$ cat src/rtl/fcd_pkg.sv
package fcd_pkg;

    localparam logic [14:0] UNLOCK_ADDR_A = 15'h5555;
    localparam logic [14:0] UNLOCK_ADDR_B = 15'h2AAA;

    localparam logic [7:0] KEY_FIRST  = 8'hAA;
    localparam logic [7:0] KEY_SECOND = 8'h55;
    localparam logic [7:0] CMD_WORD   = 8'hA0;
    localparam logic [7:0] CMD_ERASE  = 8'h80;
    localparam logic [7:0] CMD_SECT   = 8'h30;
    localparam logic [7:0] CMD_BLK    = 8'h50;
    localparam logic [7:0] CMD_ALL    = 8'h10;

    typedef enum logic [2:0] {
        S_IDLE  = 3'd0,
        S_KEY1  = 3'd1,
        S_KEY2  = 3'd2,
        S_WORD  = 3'd3,
        S_EKEY0 = 3'd4,
        S_EKEY1 = 3'd5,
        S_EKEY2 = 3'd6
    } seq_e;

    typedef enum logic [1:0] {
        OP_PROG = 2'd0,
        OP_SECT = 2'd1,
        OP_BLK  = 2'd2,
        OP_ALL  = 2'd3
    } op_e;

endpackage

$ cat src/rtl/fcd_strobe.sv
module fcd_strobe #(
    parameter int ADDR_W = 16,
    parameter int DATA_W = 16
) (
    input  logic              clk,
    input  logic              rst_n,
    input  logic              ce_n,
    input  logic              we_n,
    input  logic              oe_n,
    input  logic [ADDR_W-1:0] addr,
    input  logic [DATA_W-1:0] dq_in,
    output logic              wr_end,
    output logic [ADDR_W-1:0] wr_addr,
    output logic [DATA_W-1:0] wr_data,
    output logic              rd_end
);

    typedef struct packed {
        logic              wr_act;
        logic              rd_act;
        logic [ADDR_W-1:0] addr;
        logic [DATA_W-1:0] data;
    } strobe_t;

    strobe_t st_d, st_q;
    logic    wr_now, rd_now;

    assign wr_now = !ce_n && !we_n;
    assign rd_now = !ce_n && !oe_n;

    always_comb begin
        st_d        = st_q;
        st_d.wr_act = wr_now;
        st_d.rd_act = rd_now;
        if (wr_now && !st_q.wr_act) begin
            st_d.addr = addr;
        end
        if (wr_now) begin
            st_d.data = dq_in;
        end
    end

    always_ff @(posedge clk) begin
        if (!rst_n) begin
            st_q <= '0;
        end else begin
            st_q <= st_d;
        end
    end

    assign wr_end  = st_q.wr_act && !wr_now;
    assign rd_end  = st_q.rd_act && !rd_now;
    assign wr_addr = st_q.addr;
    assign wr_data = st_q.data;

endmodule

$ cat src/rtl/fcd_seq.sv
module fcd_seq
    import fcd_pkg::*;
#(
    parameter int ADDR_W       = 16,
    parameter int DATA_W       = 16,
    parameter int ARR_W        = 6,
    parameter int PROG_CYCLES  = 20,
    parameter int ERASE_CYCLES = 40
) (
    input  logic              clk,
    input  logic              rst_n,
    input  logic              wr_end,
    input  logic [ADDR_W-1:0] wr_addr,
    input  logic [DATA_W-1:0] wr_data,
    input  logic              rd_end,
    output logic              busy,
    output logic              commit,
    output op_e               op,
    output logic [ARR_W-1:0]  tgt_addr,
    output logic [DATA_W-1:0] tgt_data,
    output logic              toggle
);

    localparam int MAX_CYC = (PROG_CYCLES > ERASE_CYCLES) ? PROG_CYCLES : ERASE_CYCLES;
    localparam int CNT_W   = $clog2(MAX_CYC + 1);
    localparam logic [CNT_W-1:0]  PROG_LD  = CNT_W'(PROG_CYCLES - 1);
    localparam logic [CNT_W-1:0]  ERASE_LD = CNT_W'(ERASE_CYCLES - 1);
    localparam logic [ADDR_W-1:0] ADR_A    = ADDR_W'(UNLOCK_ADDR_A);
    localparam logic [ADDR_W-1:0] ADR_B    = ADDR_W'(UNLOCK_ADDR_B);

    typedef struct packed {
        seq_e              step;
        logic              busy;
        logic [CNT_W-1:0]  cnt;
        op_e               op;
        logic [ARR_W-1:0]  tgt_addr;
        logic [DATA_W-1:0] tgt_data;
        logic              tog;
    } seq_t;

    seq_t       sq_d, sq_q;
    logic       at_a, at_b, launch;
    logic [7:0] cmd;
    op_e        launch_op;

    assign at_a = (wr_addr == ADR_A);
    assign at_b = (wr_addr == ADR_B);
    assign cmd  = wr_data[7:0];

    always_comb begin
        sq_d      = sq_q;
        commit    = 1'b0;
        launch    = 1'b0;
        launch_op = OP_PROG;
        if (sq_q.busy) begin
            if (rd_end) begin
                sq_d.tog = ~sq_q.tog;
            end
            if (sq_q.cnt == '0) begin
                sq_d.busy = 1'b0;
                commit    = 1'b1;
            end else begin
                sq_d.cnt = sq_q.cnt - 1'b1;
            end
        end else if (wr_end) begin
            sq_d.step = S_IDLE;
            case (sq_q.step)
                S_IDLE:  if (at_a && cmd == KEY_FIRST)  sq_d.step = S_KEY1;
                S_KEY1:  if (at_b && cmd == KEY_SECOND) sq_d.step = S_KEY2;
                S_KEY2: begin
                    if (at_a && cmd == CMD_WORD)       sq_d.step = S_WORD;
                    else if (at_a && cmd == CMD_ERASE) sq_d.step = S_EKEY0;
                end
                S_WORD: begin
                    launch    = 1'b1;
                    launch_op = OP_PROG;
                end
                S_EKEY0: if (at_a && cmd == KEY_FIRST)  sq_d.step = S_EKEY1;
                S_EKEY1: if (at_b && cmd == KEY_SECOND) sq_d.step = S_EKEY2;
                S_EKEY2: begin
                    if (cmd == CMD_SECT) begin
                        launch    = 1'b1;
                        launch_op = OP_SECT;
                    end else if (cmd == CMD_BLK) begin
                        launch    = 1'b1;
                        launch_op = OP_BLK;
                    end else if (at_a && cmd == CMD_ALL) begin
                        launch    = 1'b1;
                        launch_op = OP_ALL;
                    end
                end
                default: sq_d.step = S_IDLE;
            endcase
        end
        if (launch) begin
            sq_d.busy     = 1'b1;
            sq_d.op       = launch_op;
            sq_d.cnt      = (launch_op == OP_PROG) ? PROG_LD : ERASE_LD;
            sq_d.tgt_addr = wr_addr[ARR_W-1:0];
            sq_d.tgt_data = (launch_op == OP_PROG) ? wr_data : '1;
        end
    end

    always_ff @(posedge clk) begin
        if (!rst_n) begin
            sq_q <= '0;
        end else begin
            sq_q <= sq_d;
        end
    end

    assign busy     = sq_q.busy;
    assign op       = sq_q.op;
    assign tgt_addr = sq_q.tgt_addr;
    assign tgt_data = sq_q.tgt_data;
    assign toggle   = sq_q.tog;

endmodule

$ cat src/rtl/fcd_array.sv
module fcd_array
    import fcd_pkg::*;
#(
    parameter int DATA_W = 16,
    parameter int ARR_W  = 6,
    parameter int SECT_W = 3,
    parameter int BLK_W  = 5
) (
    input  logic              clk,
    input  logic              rst_n,
    input  logic              commit,
    input  op_e               op,
    input  logic [ARR_W-1:0]  tgt_addr,
    input  logic [DATA_W-1:0] tgt_data,
    input  logic [ARR_W-1:0]  rd_addr,
    output logic [DATA_W-1:0] rd_data
);

    localparam int DEPTH = 1 << ARR_W;

    logic [DATA_W-1:0] mem_d [DEPTH];
    logic [DATA_W-1:0] mem_q [DEPTH];

    for (genvar i = 0; i < DEPTH; i++) begin : g_word
        localparam logic [ARR_W-1:0] IDX = ARR_W'(i);
        logic word_hit, sect_hit, blk_hit, wipe;

        assign word_hit = (IDX == tgt_addr);
        assign sect_hit = (IDX[ARR_W-1:SECT_W] == tgt_addr[ARR_W-1:SECT_W]);
        assign blk_hit  = (IDX[ARR_W-1:BLK_W] == tgt_addr[ARR_W-1:BLK_W]);
        assign wipe     = (op == OP_ALL) || (op == OP_SECT && sect_hit) || (op == OP_BLK && blk_hit);

        assign mem_d[i] = !commit                      ? mem_q[i] :
                          (op == OP_PROG && word_hit)  ? (mem_q[i] & tgt_data) :
                          wipe                         ? '1 :
                                                         mem_q[i];
    end

    always_ff @(posedge clk) begin
        if (!rst_n) begin
            for (int k = 0; k < DEPTH; k++) begin
                mem_q[k] <= '1;
            end
        end else begin
            for (int k = 0; k < DEPTH; k++) begin
                mem_q[k] <= mem_d[k];
            end
        end
    end

    assign rd_data = mem_q[rd_addr];

endmodule

$ cat src/rtl/nor_cmd_decoder.sv
module nor_cmd_decoder
    import fcd_pkg::*;
#(
    parameter int ADDR_W       = 16,
    parameter int DATA_W       = 16,
    parameter int ARR_W        = 6,
    parameter int SECT_W       = 3,
    parameter int BLK_W        = 5,
    parameter int PROG_CYCLES  = 20,
    parameter int ERASE_CYCLES = 40
) (
    input  logic              clk,
    input  logic              rst_n,
    input  logic              ce_n,
    input  logic              we_n,
    input  logic              oe_n,
    input  logic [ADDR_W-1:0] addr,
    input  logic [DATA_W-1:0] dq_in,
    output logic [DATA_W-1:0] dq_out,
    output logic              dq_oe,
    output logic              busy
);

    logic              wr_end, rd_end, commit, toggle;
    logic [ADDR_W-1:0] wr_addr;
    logic [DATA_W-1:0] wr_data, tgt_data, rd_data, status;
    logic [ARR_W-1:0]  tgt_addr;
    op_e               op;

    fcd_strobe #(.ADDR_W(ADDR_W), .DATA_W(DATA_W)) u_strobe (
        .clk     (clk),
        .rst_n   (rst_n),
        .ce_n    (ce_n),
        .we_n    (we_n),
        .oe_n    (oe_n),
        .addr    (addr),
        .dq_in   (dq_in),
        .wr_end  (wr_end),
        .wr_addr (wr_addr),
        .wr_data (wr_data),
        .rd_end  (rd_end)
    );

    fcd_seq #(
        .ADDR_W(ADDR_W), .DATA_W(DATA_W), .ARR_W(ARR_W),
        .PROG_CYCLES(PROG_CYCLES), .ERASE_CYCLES(ERASE_CYCLES)
    ) u_seq (
        .clk      (clk),
        .rst_n    (rst_n),
        .wr_end   (wr_end),
        .wr_addr  (wr_addr),
        .wr_data  (wr_data),
        .rd_end   (rd_end),
        .busy     (busy),
        .commit   (commit),
        .op       (op),
        .tgt_addr (tgt_addr),
        .tgt_data (tgt_data),
        .toggle   (toggle)
    );

    fcd_array #(.DATA_W(DATA_W), .ARR_W(ARR_W), .SECT_W(SECT_W), .BLK_W(BLK_W)) u_array (
        .clk      (clk),
        .rst_n    (rst_n),
        .commit   (commit),
        .op       (op),
        .tgt_addr (tgt_addr),
        .tgt_data (tgt_data),
        .rd_addr  (addr[ARR_W-1:0]),
        .rd_data  (rd_data)
    );

    always_comb begin
        status    = '0;
        status[7] = ~tgt_data[7];
        status[6] = toggle;
    end

    assign dq_oe  = !ce_n && !oe_n;
    assign dq_out = !dq_oe ? '0 : (busy ? status : rd_data);

endmodule

$ cat config.mk
export PLATFORM = sky130hd
export DESIGN_NAME = nor_cmd_decoder
export DESIGN_NICKNAME = d
export VERILOG_FILES = /design/src/rtl/fcd_pkg.sv /design/src/rtl/fcd_strobe.sv /design/src/rtl/fcd_seq.sv /design/src/rtl/fcd_array.sv /design/src/rtl/nor_cmd_decoder.sv
export SDC_FILE = /design/constraint.sdc
export NUM_CORES = 2
export LEC_CHECK = 0
export ABC_AREA = 1
export BUFFER_PORTS_ARGS = -buffer_cell sky130_fd_sc_hd__buf_2
export CORE_ASPECT_RATIO = 0.75
export CORE_MARGIN = 8
export CORE_UTILIZATION = 68
export DETAILED_ROUTE_END_ITERATION = 8
export PLACE_DENSITY = 0.91
export SYNTH_ARGS = -nofsm -noshare
export SYNTH_HDL_FRONTEND = slang
export SYNTH_SLANG_ARGS = --single-unit
$ cat constraint.sdc
create_clock -name clk -period 3.8 [get_ports clk]
set_input_delay 0.38 -clock clk [delete_from_list [all_inputs] [get_ports clk]]
set_output_delay 0.38 -clock clk [all_outputs]
set_load 0.005 [all_outputs]
==> reports/summary.md <==
The flow ran to the end, and the final reports show no timing, DRC or antenna violations. Power spread over the standard cell area amounts to 477 nW/um^2. For this run, the total global-route usage over all layers was measured as 37.4%. In this run, synthesis produced a sequential element count of 1,093.

Fraction of the cycle the final worst path needs: 98.8%. Type of the most critical hold path: primary input to register. The synthesis warning total came out at 0.

The most used cell along the critical path is sky130_fd_sc_hd__buf_4. The fraction of final layout cells sized beyond drive strength 1 is 6.28%. In the layout the commonest cells are sky130_fd_sc_hd__nand2_1, sky130_fd_sc_hd__o21ai_0, sky130_fd_sc_hd__dfxtp_1.

Entering global routing, the biggest net connects 129 pins. Setup repair after global routing left no endpoint under its margin. The tools report the category of the worst setup path launch point as a primary input. Summed over all layers, the global routing overflow is 0. The logs give 7 for the number of search-and-repair iterations in the first detailed-routing pass and 41,800 for the number of global-route vias before repair.

The headroom to the max-slew limit is 3.18%. The critical path in this run is classified as primary input to primary output. The run gives 8,722 as the number of DRC markers after the initial detailed-route iteration.

The unique cell type count in the Yosys netlist is 33, and the power dissipated by switching net loads is 5680 uW. The starting utilization of the core area was 68.6%; the number of standard-cell rows in the floorplan was 81. Combinational logic burns 7.0% of the power. For the sequential area share after synthesis, the log shows 48.9%.

The tools report the number of top-level pins as 55. The die height came out at 238 um. After detailed placement, the total cell area comes to 45,300 um^2. The number of cells upsized or downsized after cts was 0; the number of CTS-inserted buffers was 97. Total number of vias: 45,800. Leading cell type in the layout, fill and taps excluded: sky130_fd_sc_hd__nand2_1. After clock tree synthesis, the clock-pin slew on the worst setup and hold paths is 0.07 ns. The run gives 74,300 um^2 as the area enclosed by the die boundary.

In this run the critical register-to-register path is launched from u_seq.sq_q[25]$_SDFFE_PN0P_. The cell sitting at the root of the clock tree is a sky130_fd_sc_hd__clkbuf_16. For this design the static power due to leakage is 0.0211 uW. The switching portion of total power is 24.4%, and the synthesis-to-finish area growth is 9.11%. Counting the fill cells in the layout gives 4,618.

For the worst endpoint required time, the log shows 3.42 ns. The tool flagged a number of max-cap violations equal to 0. Walking the worst path, the cells encountered are buf_8 > inv_8 > buf_12 > buf_4 > buf_4 > nand2_1 > a21oi_1 > o31ai_1 > nand3_1 > nand3_1 > a21oi_1 > buf_4 > buf_2.

Routability-driven placement finished with a final weighted congestion of 0.981. The later pin in the worst-skew pair is clocked with a latency of 0.68 ns. Port buffering added 54 buffers. The post-route minimum period was 3.75 ns; the residual DRC count was 0. The run gives 6,824 as the post-placement cell count. The timing-limited maximum frequency is 266 MHz. The number of antenna violations at the first check in global routing is 8. The worst stage delay on the critical path was 0.85 ns; the number of cells traversed by the worst register-to-register path was 9. The clock tree synthesis step divided the H-tree into 3 levels. In this run the critical register-to-register path is captured at u_array.mem_q[2][5]$_SDFFE_PN1P_. The run gives 0 as the count of pins over their slew limit.

No sink is reached through more buffers than the 3 on the longest clock path. The wire-length estimate of the detail-placed layout is 84.7 mm. Across the routed clock network, the largest skew measured is 0.0271 ns. The number of buffers added for setup after CTS was 0; the synthesized instance count was 6,307. The die is 312 um wide. The worst hold path terminates at u_strobe.wr_addr[14]$_SDFFE_PN0P_. The run gives 44,700 um^2 as the total standard cell area after synthesis. The run gives 3.37 ns as the worst path arrival time. STA classifies the critical path endpoint as a primary output. Maximum net fanout on the critical path: 51. Reg-to-reg setup timing slack: 0.72 ns. The worst hold path begins at addr[14].

The tree built by TritonCTS fans out to 1,093 sinks. The average wire per standard cell came out at 21.0 um. After detailed routing, the number of vias per cell comes to 6.51.

The run gives 43.6% as the portion of total power attributed to the clock network. The run gives 0 as the remaining antenna violation count after routing. The slew at the pin closest to its max-slew limit is 1.45 ns, and the synthesized area divided by synthesized cell count is 7.09 um^2. The number of hold-slack violations in the final timing report came out at 0. The post-route worst hold slack was 0.00895 ns; the core region area was 65,200 um^2. Measured on the finished design, the core utilization comes to 74.9%.

Hold repair after CTS inserted 23 buffers. The final layout contains 6,113 nets. Setup violations remaining at the end of the flow were counted as 0. TritonCTS built the clock tree. IR analysis of the VDD net gives a maximum drop of 0.496 mV. Registers are responsible for 49.4% of the overall power. The cell depth of the worst hold path was 3. The finished cells cover 48,800 um^2.

The accumulated negative setup slack is 0 ns. Once layout is complete, the cells apart from fillers number 7,033. The critical-path cell with the highest stage delay was sky130_fd_sc_hd__o31ai_1.

The global-route wire length before repair was 227 mm. The run gives 17,600 uW as the internal power contribution. The routed wire length was 148 mm; the net count after synthesis was 6,345.
-- power by group through the flow --
stage	registers (uW)	clock network, uW	logic [uW]
3_5_place_dp	11800	0	1490
3_3_place_gp	11800	0	1480
6_report	11500	10100	1630
5_1_grt	11500	10600	1720
4_1_cts	11500	10100	1530
2_1_floorplan	11700	0	980
-- cell families after synthesis --
family / Yosys count / synth area share, %
xor+xnor: 2 / 0.0392
compound gates: 1591 / 18.5
fa+ha+maj: 1 / 0.0280
flops: 1093 / 48.9
mux: 1 / 0.0252
buf+inv: 626 / 5.80
simple gates: 2993 / 26.7
-- area by class of cell --
class | instances | area (um^2) | area share (%)
Antenna cell | 3 | 7.51 | 0.0154
Clock buffer | 148 | 2880 | 5.91
Clock inverter | 35 | 384 | 0.787
Inverter | 87 | 354 | 0.726
Multi-Input combinational cell | 4588 | 20300 | 41.5
Sequential cell | 1093 | 21900 | 44.9
Tap cell | 871 | 1090 | 2.23
Timing Repair Buffer | 208 | 1920 | 3.93
-- sequential cells by signal (all words and copies together), names as in the netlist --
| signal | count |
|---|---|
| u_seq.tgt_addr | 6 |
| u_strobe.wr_addr | 16 |
| u_array.mem_q | 1024 |
| u_strobe.st_q | 2 |
| u_seq.toggle | 1 |
| u_strobe.wr_data | 16 |
| u_seq.tgt_data | 16 |
| u_seq.op | 2 |
| u_seq.busy | 1 |
| u_seq.sq_q | 9 |
-- synthesized netlist by cell type (all sizes together) --
cell type	instances	area, um^2
clkbuf	354	1330
o211ai	28	210
nor2	322	1220
buf	185	936
nor4	5	37.5
a21oi	255	1280
nand4	10	62.6
dfxtp	1093	21900
nor3b	2	20.0
o31ai	83	633
xor2	2	17.5
clkinv	4	15.0
or2	2	12.5
nand3	496	2480
a31oi	4	25.0
nor3	10	60.1
nand2	2146	8060
ha	1	12.5
inv	83	312
o21ai	1220	6110
o21bai	1	7.51
mux2	1	11.3
-- routing by layer --
metal	vias up	share of wire (%)	global-route usage, %
met3	724	17	14.1
met4	10	5.2	17.8
met1	21000	37	49.5
li1	20300	-	-
met2	3730	41	53.8
met5	-	0.040	0
-- worst max-delay path: cells and delay by family --
family / cells / cell delay (ns)
AOI/OAI and AO/OA: 3 / 1.05
buffers and inverters: 7 / 1.43
and+or+nand+nor: 3 / 0.46
-- through the flow --
step,total power [uW],setup WS [ns]
global placement,13200,0.397
global route,23800,0.0244
floorplan,12700,1.58
CTS,23100,0.337
finish,23300,0.0453
detailed placement,13200,0.359
-- worst max path at each step --
stage / from / endpoint / slack (ns) / depth (start not counted)
6_report: addr[0] / dq_out[12] / 0.05 / 13
4_1_cts: addr[0] / dq_out[12] / 0.34 / 13
2_1_floorplan: addr[0] / dq_out[13] / 1.58 / 12
3_5_place_dp: addr[0] / dq_out[12] / 0.36 / 13
3_3_place_gp: addr[0] / dq_out[12] / 0.40 / 13
5_1_grt: addr[0] / dq_out[12] / 0.02 / 13
Note: power is estimated with default switching activity, not from simulation.
